[src/rtl/alu8_cc.sv]
module alu8_cc (
  input  logic [4:0]  op,
  input  logic [15:0] opa,
  input  logic [15:0] opb,
  input  logic [7:0]  cc_in,
  output logic [15:0] result,
  output logic [7:0]  cc_out
);
  localparam logic [4:0] OP_ADD   = 5'd0,  OP_ADC   = 5'd1,  OP_SUB   = 5'd2,  OP_SBC = 5'd3;
  localparam logic [4:0] OP_CMP   = 5'd4,  OP_AND   = 5'd5,  OP_OR    = 5'd6,  OP_XOR = 5'd7;
  localparam logic [4:0] OP_BIT   = 5'd8,  OP_NEG   = 5'd9,  OP_COM   = 5'd10, OP_INC = 5'd11;
  localparam logic [4:0] OP_DEC   = 5'd12, OP_CLR   = 5'd13, OP_TST   = 5'd14, OP_LSR = 5'd15;
  localparam logic [4:0] OP_ASR   = 5'd16, OP_LSL   = 5'd17, OP_ROR   = 5'd18, OP_ROL = 5'd19;
  localparam logic [4:0] OP_DAA   = 5'd20, OP_MUL   = 5'd21, OP_ADDW  = 5'd22, OP_SUBW = 5'd23;
  localparam logic [4:0] OP_CMPW  = 5'd24, OP_LD    = 5'd25;
  localparam int CB = 0, VB = 1, ZB = 2, NB = 3, HB = 5;

  logic [7:0] a, b;
  logic       cin;
  assign a   = opa[7:0];
  assign b   = opb[7:0];
  assign cin = cc_in[CB];

  // shared 8-bit adder: subtraction as a + ~b + 1 (or + 0 with borrow-in)
  logic       sub8, chain8, c0;
  logic [7:0] be;
  logic [8:0] sum9;
  logic [4:0] nib;
  logic       v8;
  assign sub8   = (op == OP_SUB) || (op == OP_SBC) || (op == OP_CMP);
  assign chain8 = (op == OP_ADC) || (op == OP_SBC);
  assign be     = sub8 ? ~b : b;
  assign c0     = sub8 ? ~(chain8 & cin) : (chain8 & cin);
  assign sum9   = {1'b0, a} + {1'b0, be} + {8'd0, c0};
  assign nib    = {1'b0, a[3:0]} + {1'b0, be[3:0]} + {4'd0, c0};
  assign v8     = (a[7] == be[7]) && (sum9[7] != a[7]);

  // 16-bit adder
  logic        sub16;
  logic [15:0] bw;
  logic [16:0] sum17;
  logic        v16;
  assign sub16 = (op == OP_SUBW) || (op == OP_CMPW);
  assign bw    = sub16 ? ~opb : opb;
  assign sum17 = {1'b0, opa} + {1'b0, bw} + {16'd0, sub16};
  assign v16   = (opa[15] == bw[15]) && (sum17[15] != opa[15]);

  // decimal adjust
  logic       lo_fix, hi_fix;
  logic [7:0] daa_res;
  assign lo_fix  = cc_in[HB] || (a[3:0] > 4'd9);
  assign hi_fix  = cin || (a[7:4] > 4'd9) || ((a[7:4] > 4'd8) && (a[3:0] > 4'd9));
  assign daa_res = a + {1'b0, hi_fix, hi_fix, 1'b0, 1'b0, lo_fix, lo_fix, 1'b0};

  logic [15:0] prod;
  assign prod = {8'd0, a} * {8'd0, b};

  logic [7:0] r8;
  logic       nz8, keep_a;

  always_comb begin
    r8     = 8'h00;
    nz8    = 1'b1;
    keep_a = 1'b0;
    result = 16'h0000;
    cc_out = cc_in;
    case (op)
      OP_ADD, OP_ADC: begin
        r8         = sum9[7:0];
        cc_out[HB] = nib[4];
        cc_out[CB] = sum9[8];
        cc_out[VB] = v8;
      end
      OP_SUB, OP_SBC, OP_CMP: begin
        r8         = sum9[7:0];
        cc_out[CB] = ~sum9[8];
        cc_out[VB] = v8;
        keep_a     = (op == OP_CMP);
      end
      OP_AND: begin r8 = a & b; cc_out[VB] = 1'b0; end
      OP_OR:  begin r8 = a | b; cc_out[VB] = 1'b0; end
      OP_XOR: begin r8 = a ^ b; cc_out[VB] = 1'b0; end
      OP_BIT: begin r8 = a & b; cc_out[VB] = 1'b0; keep_a = 1'b1; end
      OP_LD:  begin r8 = b;     cc_out[VB] = 1'b0; end
      OP_NEG: begin
        r8         = 8'h00 - a;
        cc_out[VB] = (a == 8'h80);
        cc_out[CB] = (a != 8'h00);
      end
      OP_COM: begin r8 = ~a; cc_out[VB] = 1'b0; cc_out[CB] = 1'b1; end
      OP_INC: begin r8 = a + 8'h01; cc_out[VB] = (a == 8'h7F); end
      OP_DEC: begin r8 = a - 8'h01; cc_out[VB] = (a == 8'h80); end
      OP_CLR: begin r8 = 8'h00; cc_out[VB] = 1'b0; cc_out[CB] = 1'b0; end
      OP_TST: begin r8 = a; cc_out[VB] = 1'b0; end
      OP_LSR: begin r8 = {1'b0, a[7:1]}; cc_out[CB] = a[0]; end
      OP_ASR: begin r8 = {a[7], a[7:1]}; cc_out[CB] = a[0]; end
      OP_LSL: begin r8 = {a[6:0], 1'b0}; cc_out[CB] = a[7]; cc_out[VB] = a[7] ^ a[6]; end
      OP_ROR: begin r8 = {cin, a[7:1]};  cc_out[CB] = a[0]; end
      OP_ROL: begin r8 = {a[6:0], cin};  cc_out[CB] = a[7]; cc_out[VB] = a[7] ^ a[6]; end
      OP_DAA: begin r8 = daa_res; cc_out[CB] = hi_fix; end
      OP_MUL: begin
        nz8        = 1'b0;
        result     = prod;
        cc_out[ZB] = (prod == 16'h0000);
        cc_out[CB] = prod[7];
      end
      OP_ADDW, OP_SUBW, OP_CMPW: begin
        nz8        = 1'b0;
        result     = (op == OP_CMPW) ? opa : sum17[15:0];
        cc_out[NB] = sum17[15];
        cc_out[ZB] = (sum17[15:0] == 16'h0000);
        cc_out[VB] = v16;
        cc_out[CB] = sub16 ? ~sum17[16] : sum17[16];
      end
      default: nz8 = 1'b0;
    endcase
    if (nz8) begin
      result     = {8'h00, keep_a ? a : r8};
      cc_out[NB] = r8[7];
      cc_out[ZB] = (r8 == 8'h00);
    end
  end
endmodule

[config.mk]
export PLATFORM = sky130hd
export DESIGN_NAME = alu8_cc
export DESIGN_NICKNAME = d
export VERILOG_FILES = /design/src/rtl/alu8_cc.sv
export SDC_FILE = /design/constraint.sdc
export NUM_CORES = 1
export LEC_CHECK = 0
export BUFFER_PORTS_ARGS = -buffer_cell sky130_fd_sc_hd__buf_4
export CAP_MARGIN = 20
export CORE_MARGIN = 1
export CORE_UTILIZATION = 45
export DETAILED_ROUTE_END_ITERATION = 10
export PLACE_DENSITY = 0.62
export SYNTH_ARGS = -nofsm -noshare
export SYNTH_HDL_FRONTEND = slang
export SYNTH_SLANG_ARGS = --single-unit
[constraint.sdc]
create_clock -name vclk -period 18.6
set_input_delay 3.72 -clock vclk [all_inputs]
set_output_delay 3.72 -clock vclk [all_outputs]
set_load 0.05 [all_outputs]
# After elaboration in Yosys (flattened, before gate mapping)
# Cells that the tools add are included.
dict set report word_totals {
  regBits 0
  out_inout_bits 24
}
dict set report classes {
  add_sub_neg 10
  mul 1
  order_cmp 3
  eq_ne 31
  n_mux 17
  n_bitwise 11
  n_reduce_logical 25
}
# operator count
set op_table {}
lappend op_table {{$pmux 8 s16} 1}
lappend op_table {{$eq 5x5->1 const B} 10}
lappend op_table {{$mux 16} 3}
lappend op_table {{$eq 5x4->1 const B} 8}
lappend op_table {{$logic_not 16->1} 2}
lappend op_table {{$pmux 16 s2} 1}
lappend op_table {{$reduce_or 22->1} 1}
lappend op_table {{$eq 5x3->1 const B} 4}
lappend op_table {{$add 16x16->17} 1}
lappend op_table {{$add 17x1->17} 1}
lappend op_table {{$mul 8x8->16} 1}
lappend op_table {{$mux 8} 2}
lappend op_table {{$not 16->16} 1}
lappend op_table {{$not 8->8} 2}
lappend op_table {{$gt 4x4->1 const B} 3}
lappend op_table {{$eq 5x2->1 const B} 2}
lappend op_table {{$pmux 1 s10} 1}
lappend op_table {{$add 8x8->9} 1}
lappend op_table {{$add 9x1->9} 1}
lappend op_table {{$reduce_or 3->1} 3}
lappend op_table {{$add 8x1->8 const B} 1}
lappend op_table {{$add 8x7->8} 1}
lappend op_table {{$and 8x8->8} 1}
lappend op_table {{$eq 8x7->1 const B} 1}
lappend op_table {{other kinds (25)} 45}

# Logic depth before layout (Yosys ltp)
# Gate-level depths: netlist of the first run.
dict set report depth {
  ltp_word 9
  depth_mapped 21
}

# Least setup slack after synthesis of the first run
# Ideal clock, no wire load.
dict set report synth_path {
  kind {input to output}
  from {input port opa[3]}
  to {output port result[13]}
  arrival_ns 8.680
  t_required_ns 14.880
  setup_slack_ns 6.200
  cell_stages 17
  cell_sequence {clkbuf_1 -> clkbuf_1 -> clkinv_1 -> nor2_1 -> fa_1 -> fa_1 -> fa_1 -> inv_1 -> fa_1 -> inv_1 -> ha_1 -> o21ai_0 -> nand2b_1 -> nand3_1 -> nand3b_1 -> xnor2_1 -> o21ai_0}
}
dict set report synth_between {
  elab_chain_len 5
}
# item line
set synth_rtl {}
lappend synth_rtl {{from (decl)} 3} ;# input logic [15:0] opa,
lappend synth_rtl {{$add 16x16->17} 45} ;# assign sum17 = {1'b0, opa} + {1'b0, bw} + {16'd0, sub16};
lappend synth_rtl {{$add 17x1->17} 45}
lappend synth_rtl {{$mux 16} 109} ;# result = (op == OP_CMPW) ? opa : sum17[15:0];
lappend synth_rtl {{$pmux 16 s2 (*)} 67} ;# case (op)
lappend synth_rtl {{$mux 16 (*)} 117} ;# if (nz8) begin
lappend synth_rtl {{to (decl)} 6} ;# output logic [15:0] result,
# Mark *: on every way between the ends. The rest lies on a longest branch, timed or not.

# Worst setup path after layout of the first run
dict set report layout_path {
  from {input port opa[3]}
  to {output port cc_out[2]}
}
dict set report layout_between {
  elab_chain_len 7
}
# item line
set layout_rtl {}
lappend layout_rtl {{branches (longest 6 deep; another with $add 16x16->17)} n/a}
lappend layout_rtl {{$mux 2 (*)} 117}
lappend layout_rtl {{to (decl)} 7} ;# output logic [7:0] cc_out
# Mark *: on every way between the ends.

==> impl_metrics.csv, run 1 <==
group,metric,value,unit
floorplanning,num_rows,42,
timing,slew_headroom,0.300,
global_routing,antenna_found_initial,0,
route,first_iter_violations,479,
place,port_buffers,63,
route,drc,0,
global_routing,grt_max_degree,49,
flow_run,max_cap_violations,0,
worst_hold_path,hold_class,"in2out",
floorplanning,initial_core_util,0.464,
setup_path,worstSetupPathType,"in2out",
synth,netlist_instances,823,
setup_path,critPathMaxFanout,20,
worst_hold_path,hold_path_depth,0,
global_routing,grt_pass1_vias,6218,
synth,synth_area_leader_cell,"ha_1",
final_layout,design.seq.count,0,
run_status,outcome,"finished clean",
clock_tree,postCtsHoldBufs,0,
timing,fin_crit,12.22,ns
final_layout,final_nets,1021,
final_layout,nFillCells,1386,
final_layout,final_cell_mix,"ha_1 (89), nor2_1 (81), inv_1 (69)",
worst_hold_path,min_from,"cc_in[6]",
synth,yosysWarnings,0,
worst_hold_path,min_to,"cc_out[6]",
route,wl_per_cell,20.8,um
timing,holdWs,7.44,ns
synth,syn_nets,998,
setup_path,endpoint_kind,"primary output",
final_layout,syn2layout_area_growth,8.46,%
synth,synth.cell_area,6200,um^2
setup_path,cp_data_arrival_time,8.50,ns
timing,finalSetupTns,0,ns
floorplanning,die_w,119,um
timing,post-route-period-util,0.657,
clock_tree,cts_resized,0,
timing,rsz0062_at_grt,"no",
final_layout,n_clock_buffer,0,
setup_path,cp.required,14.88,ns
timing,setup_viol,0,
route,drtPass1Iterations,7,
final_layout,layout_commonest_cell,"ha_1",
synth,synth_area_leaders,"ha_1 (18%), fa_1 (13%), xnor2_1 (8.2%), nor2_1 (4.9%), inv_1 (4.2%)",
global_routing,grt-ovfl-total,0,
route,finalWirelength,21200,um
power,p_per_area,54.5,nW/um^2
final_layout,seq_area,0,um^2
power,power.leakage,0.00314,uW
place,dp_hpwl,17000,um
synth,ys_types,84,
floorplanning,die_h,119,um
power,vdd_drop_max,0.0322,mV
final_layout,antenna_cells,0,
floorplanning,dieArea,14200,um^2
synth,synth-seq-area-share,0,
global_routing,grt_use_total,0.301,
global_routing,grt_pass1_wl,33900,um
timing,finalMaxSlewViolations,0,
floorplanning,top_level_ports,69,
clock_tree,post_cts.repair.setup_buffers,0,
route,via_count,6389,
place,globalplace.congestion,0.956,
route,drt-vias-per-instance,6.26,
timing,fmax,0.0819,GHz
route,postRouteAntennaNets,0,
final_layout,drive_above_1_share,0.110,
synth,syn_area_per_cell,7.53,um^2
synth,synth_top_area_share,0.180,
floorplanning,core,13300,um^2
timing,hold_viol,0,
setup_path,start_kind,"input pin",
timing,tightest_slew,1.05,ns
critical path: stages:
cell and delay (ns):
buf_4 0.27, clkinv_1 0.29, nor2_1 0.19, fa_1 0.46, fa_1 0.52, fa_1 0.55
inv_1 0.05, fa_1 0.53, inv_1 0.04, ha_1 0.34, o21a_1 0.14, nor2_1 0.04
o311ai_0 0.51, nor2_1 0.11, xor2_1 0.24, nand4bb_1 0.14, o211ai_1 0.12, buf_4 0.22
area by class of cell:
cell class,instances,area [um^2],area share
inverter,74,278,0.0413
timing repair buffer,67,500,0.0745
tap,176,220,0.0328
multi-input combinational,703,5720,0.851
worst max path at each step:
stage	start	end
after floorplan	opa[3]	result[13]
after global placement	opa[3]	cc_out[2]
after detailed placement	opa[3]	cc_out[2]
after CTS	opa[3]	cc_out[2]
after global routing	opa[3]	cc_out[2]
final	opa[3]	cc_out[2]
cells by family (layout without fill, tap and decap cells):
kind of cell | after synthesis | after routing | synth area share
compound gates | 198 | 198 | 0.235
xor+xnor | 71 | 71 | 0.100
fa+ha+maj | 130 | 130 | 0.312
buf+inv | 120 | 141 | 0.0781
mux | 25 | 25 | 0.0408
simple gates | 279 | 279 | 0.234
per-stage QoR:
stage                     power (uW)  setup slack, ns  cell area [um^2]  utilization  instances
after floorplan                  268             6.20              6200            -        823
after global placement           356             6.52              6720        0.503       1019
after detailed placement         361             6.43              6720        0.504       1020
after CTS                        364             6.41              6720        0.504       1020
after global routing             404             6.01              6720        0.504       1020
final                            366             6.38              6720        0.504       1020
cell usage after synthesis, drive strengths merged (5+ instances only):
cell type,n
ha,89
nor2,81
inv,70
nand2,61
xnor2,58
fa,41
o21ai,33
a21oi,30
nor3,26
clkbuf,25
mux2i,23
buf,21
nand3,15
o22ai,14
a21o,13
xor2,13
and3,12
o21a,11
a211oi,10
o211ai,10
nand3b,9
a221oi,8
a31oi,8
nand4,8
a2111oi,7
nand2b,7
nor2b,6
nor3b,6
or2,6
or3,6
and2,5
nor4,5
o221ai,5
o31ai,5
per-layer routing:
layer | track usage | share of wire | vias up
met2 | 0.484 | 0.45 | 251
met4 | 0.0688 | 0.025 | 0
met5 | 0 | 0 | -
met1 | 0.437 | 0.46 | 3092
li1 | - | - | 3014
met3 | 0.0225 | 0.070 | 32
power by group:
| group | total, uW | switching [uW] | internal [uW] |
|---|---|---|---|
| clock network | 0 | 0 | 0 |
| registers | 0 | 0 | 0 |
| logic | 366 | 226 | 140 |
| total | 366 | 226 | 140 |
Note: power is estimated with default switching activity, not from simulation.
==> run 2, diff against run 1 <==
==> constraint.sdc (replaced) <==
create_clock -name vclk -period 12.7
set_input_delay 2.54 -clock vclk [all_inputs]
set_output_delay 2.54 -clock vclk [all_outputs]
set_load 0.05 [all_outputs]
==> impl_metrics.csv, run 2 (same netlist as run 1, synthesis figures left out) <==
group,metric,value,unit
run_status,outcome,"finished clean",
timing,post-route-period-util,0.780,
setup_path,crit_family,"adder cells",
final_layout,final_cell_mix,"ha_1 (89), nor2_1 (81), inv_1 (69)",
floorplanning,num_rows,42,
timing,fin_crit,9.91,ns
global_routing,grt_use_total,0.302,
timing,rsz0062_at_grt,"no",
worst_hold_path,min_from,"cc_in[6]",
timing,hold_viol,0,
route,postRouteAntennaNets,0,
power,power_frac_seq,0,
route,finalWirelength,21100,um
global_routing,grt_pass1_wl,34000,um
setup_path,worstSetupPathType,"in2out",
floorplanning,dieArea,14200,um^2
setup_path,path_buf_inv,5,
power,clkPwrFrac,0,
power,intPower,206,uW
global_routing,grt-ovfl-total,0,
global_routing,grt_max_degree,49,
clock_tree,postCtsHoldBufs,0,
floorplanning,die_h,119,um
route,drc,0,
flow_run,max_cap_violations,0,
floorplanning,top_level_ports,69,
final_layout,final_nets,1022,
setup_path,critPathLaunch,"opa[3]",
clock_tree,cts_resized,0,
power,swShare,0.617,
final_layout,multi_input_area,5720,um^2
timing,finalMaxSlewViolations,0,
final_layout,design.seq.count,0,
setup_path,cp.required,10.16,ns
final_layout,syn2layout_area_growth,8.58,%
timing,fmax,0.101,GHz
setup_path,cp_data_arrival_time,7.37,ns
setup_path,path_cells,"buf_4 -> clkinv_1 -> nor2_1 -> fa_1 -> fa_1 -> fa_1 -> inv_1 -> fa_1 -> inv_1 -> ha_1 -> o21a_1 -> nor2_1 -> o311ai_0 -> nor2_1 -> xor2_1 -> nand4bb_1 -> o211ai_1 -> buf_4",
route,drtPass1Iterations,5,
setup_path,endpoint_kind,"primary output",
power,share_comb_of_total_power,1.000,
power,p_per_area,79.8,nW/um^2
setup_path,cp_common_cell,"fa_1",
place,dpl_worst_slack,2.84,ns
route,drt-vias-per-instance,6.28,
setup_path,cp_slowest_cell,"fa_1",
clock_tree,post_cts.repair.setup_buffers,0,
place,globalplace.congestion,0.956,
global_routing,grt_pass1_vias,6306,
place,port_buffers,63,
place,dp_hpwl,17000,um
floorplanning,initial_core_util,0.464,
timing,tightest_slew,0.955,ns
timing,finalSetupTns,0,ns
final_layout,n_clock_buffer,0,
power,vdd_drop_max,0.0515,mV
floorplanning,core,13300,um^2
final_layout,drive_above_1_share,0.111,
route,via_count,6414,
setup_path,cpPeakStageDelay,0.54,ns
power,power.leakage,0.00314,uW
worst_hold_path,hold_class,"in2out",
setup_path,start_kind,"input pin",
timing,slew_headroom,0.354,
timing,setup_slack,2.79,ns
final_layout,layout_commonest_cell,"ha_1",
timing,setup_viol,0,
setup_path,critPathMaxFanout,20,
global_routing,antenna_found_initial,0,
final_layout,seq_area,0,um^2
route,wl_per_cell,20.7,um
final_layout,antenna_cells,0,
route,first_iter_violations,564,
power,net-switching-power,331,uW
final_layout,nFillCells,1343,
floorplanning,die_w,119,um
[run 2: power by group through the flow]
stage / combinational, uW / clock, uW / sequential [uW]
floorplan: 392 / 0 / 0
global placement: 522 / 0 / 0
detailed placement: 529 / 0 / 0
CTS: 534 / 0 / 0
global route: 592 / 0 / 0
finish: 537 / 0 / 0
[run 2: layer usage]
layer,track usage,part of all wire
met1,0.435,0.45
met2,0.476,0.44
met3,0.0297,0.075
met4,0.0852,0.033
met5,0,0
[run 2: layout make-up]
type | count | area share
multi-input cells | 703 | 0.851
repair buffers | 68 | 0.0755
inverters | 74 | 0.0413
well taps | 176 | 0.0327
[run 2: path summary, 6_finish.rpt]
check	end	slack [ns]	depth (start not counted)
worst max-delay path	cc_out[2]	2.79	18
worst min-delay path	cc_out[6]	5.08	0
[run 2: per-stage QoR]
stage / utilization / instance area [um^2] / power [uW] / cells / hold slack (ns)
floorplan: - / 6200 / 392 / 823 / 5.25
global placement: 0.503 / 6720 / 522 / 1019 / 5.08
detailed placement: 0.504 / 6720 / 529 / 1020 / 5.08
CTS: 0.504 / 6720 / 534 / 1020 / 5.08
global route: 0.504 / 6730 / 592 / 1021 / 5.08
finish: 0.504 / 6730 / 537 / 1021 / 5.08
==> run 3, diff against run 2 <==
--- a/config.mk
+++ b/config.mk
@@ -10,7 +10,7 @@
 export CORE_MARGIN = 1
 export CORE_UTILIZATION = 45
 export DETAILED_ROUTE_END_ITERATION = 10
-export PLACE_DENSITY = 0.62
+export PLACE_DENSITY = 0.64
 export SYNTH_ARGS = -nofsm -noshare
 export SYNTH_HDL_FRONTEND = slang
 export SYNTH_SLANG_ARGS = --single-unit
==> constraint.sdc (replaced) <==
create_clock -name vclk -period 9
set_input_delay 1.8 -clock vclk [all_inputs]
set_output_delay 1.8 -clock vclk [all_outputs]
set_load 0.05 [all_outputs]
==> impl_metrics.csv, run 3 (same netlist as run 1, synthesis figures left out) <==
group,metric,value,unit
run_status,outcome,"finished clean",
route,via_count,6474,
floorplanning,die_h,119,um
global_routing,grt_pass1_vias,6210,
final_layout,nFillCells,1376,
power,power.leakage,0.00317,uW
setup_path,cpPeakStageDelay,0.54,ns
route,drt-vias-per-instance,6.31,
route,wl_per_cell,21.0,um
floorplanning,core,13300,um^2
worst_hold_path,hold_class,"in2out",
route,drc,0,
floorplanning,initial_core_util,0.464,
place,placedInstanceArea,6770,um^2
global_routing,antenna_found_initial,0,
timing,rsz0062_at_grt,"no",
setup_path,cp_slowest_cell,"fa_1",
worst_hold_path,hold_path_depth,0,
timing,tightest_slew,1.06,ns
timing,setup_viol,0,
floorplanning,die_w,119,um
final_layout,final_nets,1027,
timing,post-route-period-util,0.931,
setup_path,worstSetupPathType,"in2out",
setup_path,critPathMaxFanout,20,
setup_path,cp.required,7.20,ns
timing,slew_headroom,0.286,
route,postRouteAntennaNets,0,
final_layout,n_clock_buffer,0,
global_routing,grtUsageMet2,0.494,
setup_path,path_cells,"buf_4 -> clkinv_1 -> nor2_1 -> fa_1 -> fa_1 -> fa_1 -> inv_1 -> fa_1 -> inv_1 -> ha_1 -> o21a_1 -> nor2_1 -> o311ai_0 -> o41ai_1 -> xor2_1 -> nand4bb_1 -> o211ai_1 -> buf_4",
clock_tree,cts_resized,0,
final_layout,antenna_cells,0,
clock_tree,post_cts.repair.setup_buffers,0,
global_routing,grtUsageMet3,0.0326,
floorplanning,num_rows,42,
global_routing,grt-ovfl-total,0,
place,port_buffers,63,
setup_path,cp_data_arrival_time,6.57,ns
worst_hold_path,min_to,"cc_out[4]",
power,p_per_area,113,nW/um^2
timing,hold_viol,0,
final_layout,layout_commonest_cell,"ha_1",
clock_tree,postCtsHoldBufs,0,
global_routing,grt_max_degree,49,
timing,finalMaxSlewViolations,0,
final_layout,syn2layout_area_growth,9.23,%
place,globalplace.congestion,1.01,
floorplanning,dieArea,14200,um^2
final_layout,final_cell_mix,"ha_1 (89), nor2_1 (81), buf_4 (73)",
route,drtPass1Iterations,6,
power,vdd_drop_max,0.0703,mV
setup_path,endpoint_kind,"primary output",
setup_path,cp_common_cell,"fa_1",
global_routing,grt_use_total,0.303,
timing,finalSetupTns,0,ns
final_layout,fin_area,6770,um^2
timing,fmax,0.119,GHz
floorplanning,top_level_ports,69,
route,finalWirelength,21500,um
flow_run,max_cap_violations,0,
place,dp_hpwl,17400,um
final_layout,design.seq.count,0,
final_layout,drive_above_1_share,0.116,
setup_path,start_kind,"input pin",
global_routing,use_met1,0.424,
global_routing,grt_pass1_wl,34000,um
global_routing,grt_busiest_layer,"met2",
timing,fin_crit,8.37,ns
final_layout,multi_input_area,5720,um^2
final_layout,seq_area,0,um^2
worst_hold_path,min_from,"cc_in[4]",
route,first_iter_violations,695,
[run 3: critical path: cells and delay by family]
| family | cells | cell delay, ns |
|---|---|---|
| AND/OR/NAND/NOR | 3 | 0.45 |
| buffers and inverters | 5 | 0.86 |
| adder cells (fa/ha/maj) | 5 | 2.35 |
| XOR/XNOR | 1 | 0.27 |
| AO/OA/AOI/OAI | 4 | 0.82 |
[run 3: worst max-delay path by stage]
stage | start | cells past startpoint | endpoint | slack [ns]
floorplan | opa[3] | 17 | result[13] | 0.44
global placement | opa[3] | 18 | cc_out[2] | 0.77
detailed placement | opa[3] | 18 | cc_out[2] | 0.68
CTS | opa[3] | 18 | cc_out[2] | 0.66
global route | opa[0] | 19 | cc_out[2] | 0.31
finish | opa[3] | 18 | cc_out[2] | 0.63
[run 3: report_power, final]
group / switching [uW] / total (uW) / internal [uW]
combinational: 472 / 765 / 293
clock: 0 / 0 / 0
sequential: 0 / 0 / 0
[run 3: metrics by stage]
stage                     hold WS (ns)  power (uW)  utilization  setup WS [ns]  std cells
after global routing              3.60         845        0.507          0.313       1026
after global placement            3.60         739        0.507          0.766       1026
final                             3.60         765        0.507          0.625       1026
after floorplan                   3.77         554            -          0.440        823
after detailed placement          3.60         755        0.507          0.676       1026
after CTS                         3.60         761        0.507          0.657       1026
[run 3: routing by layer]
layer  wire length (um)  part of all wire  vias to the layer above
met3               1700             0.079                       48
met4                648             0.030                        0
met1               9390              0.44                     3108
met2               9790              0.45                      285
met5                  0                 0                        -
li1                   -                 -                     3033
[run 3: layout make-up]
cell class / instances / share of cell area
Inverter: 74 / 0.0410
Multi-Input combinational cell: 703 / 0.845
Tap cell: 176 / 0.0325
Timing Repair Buffer: 73 / 0.0810
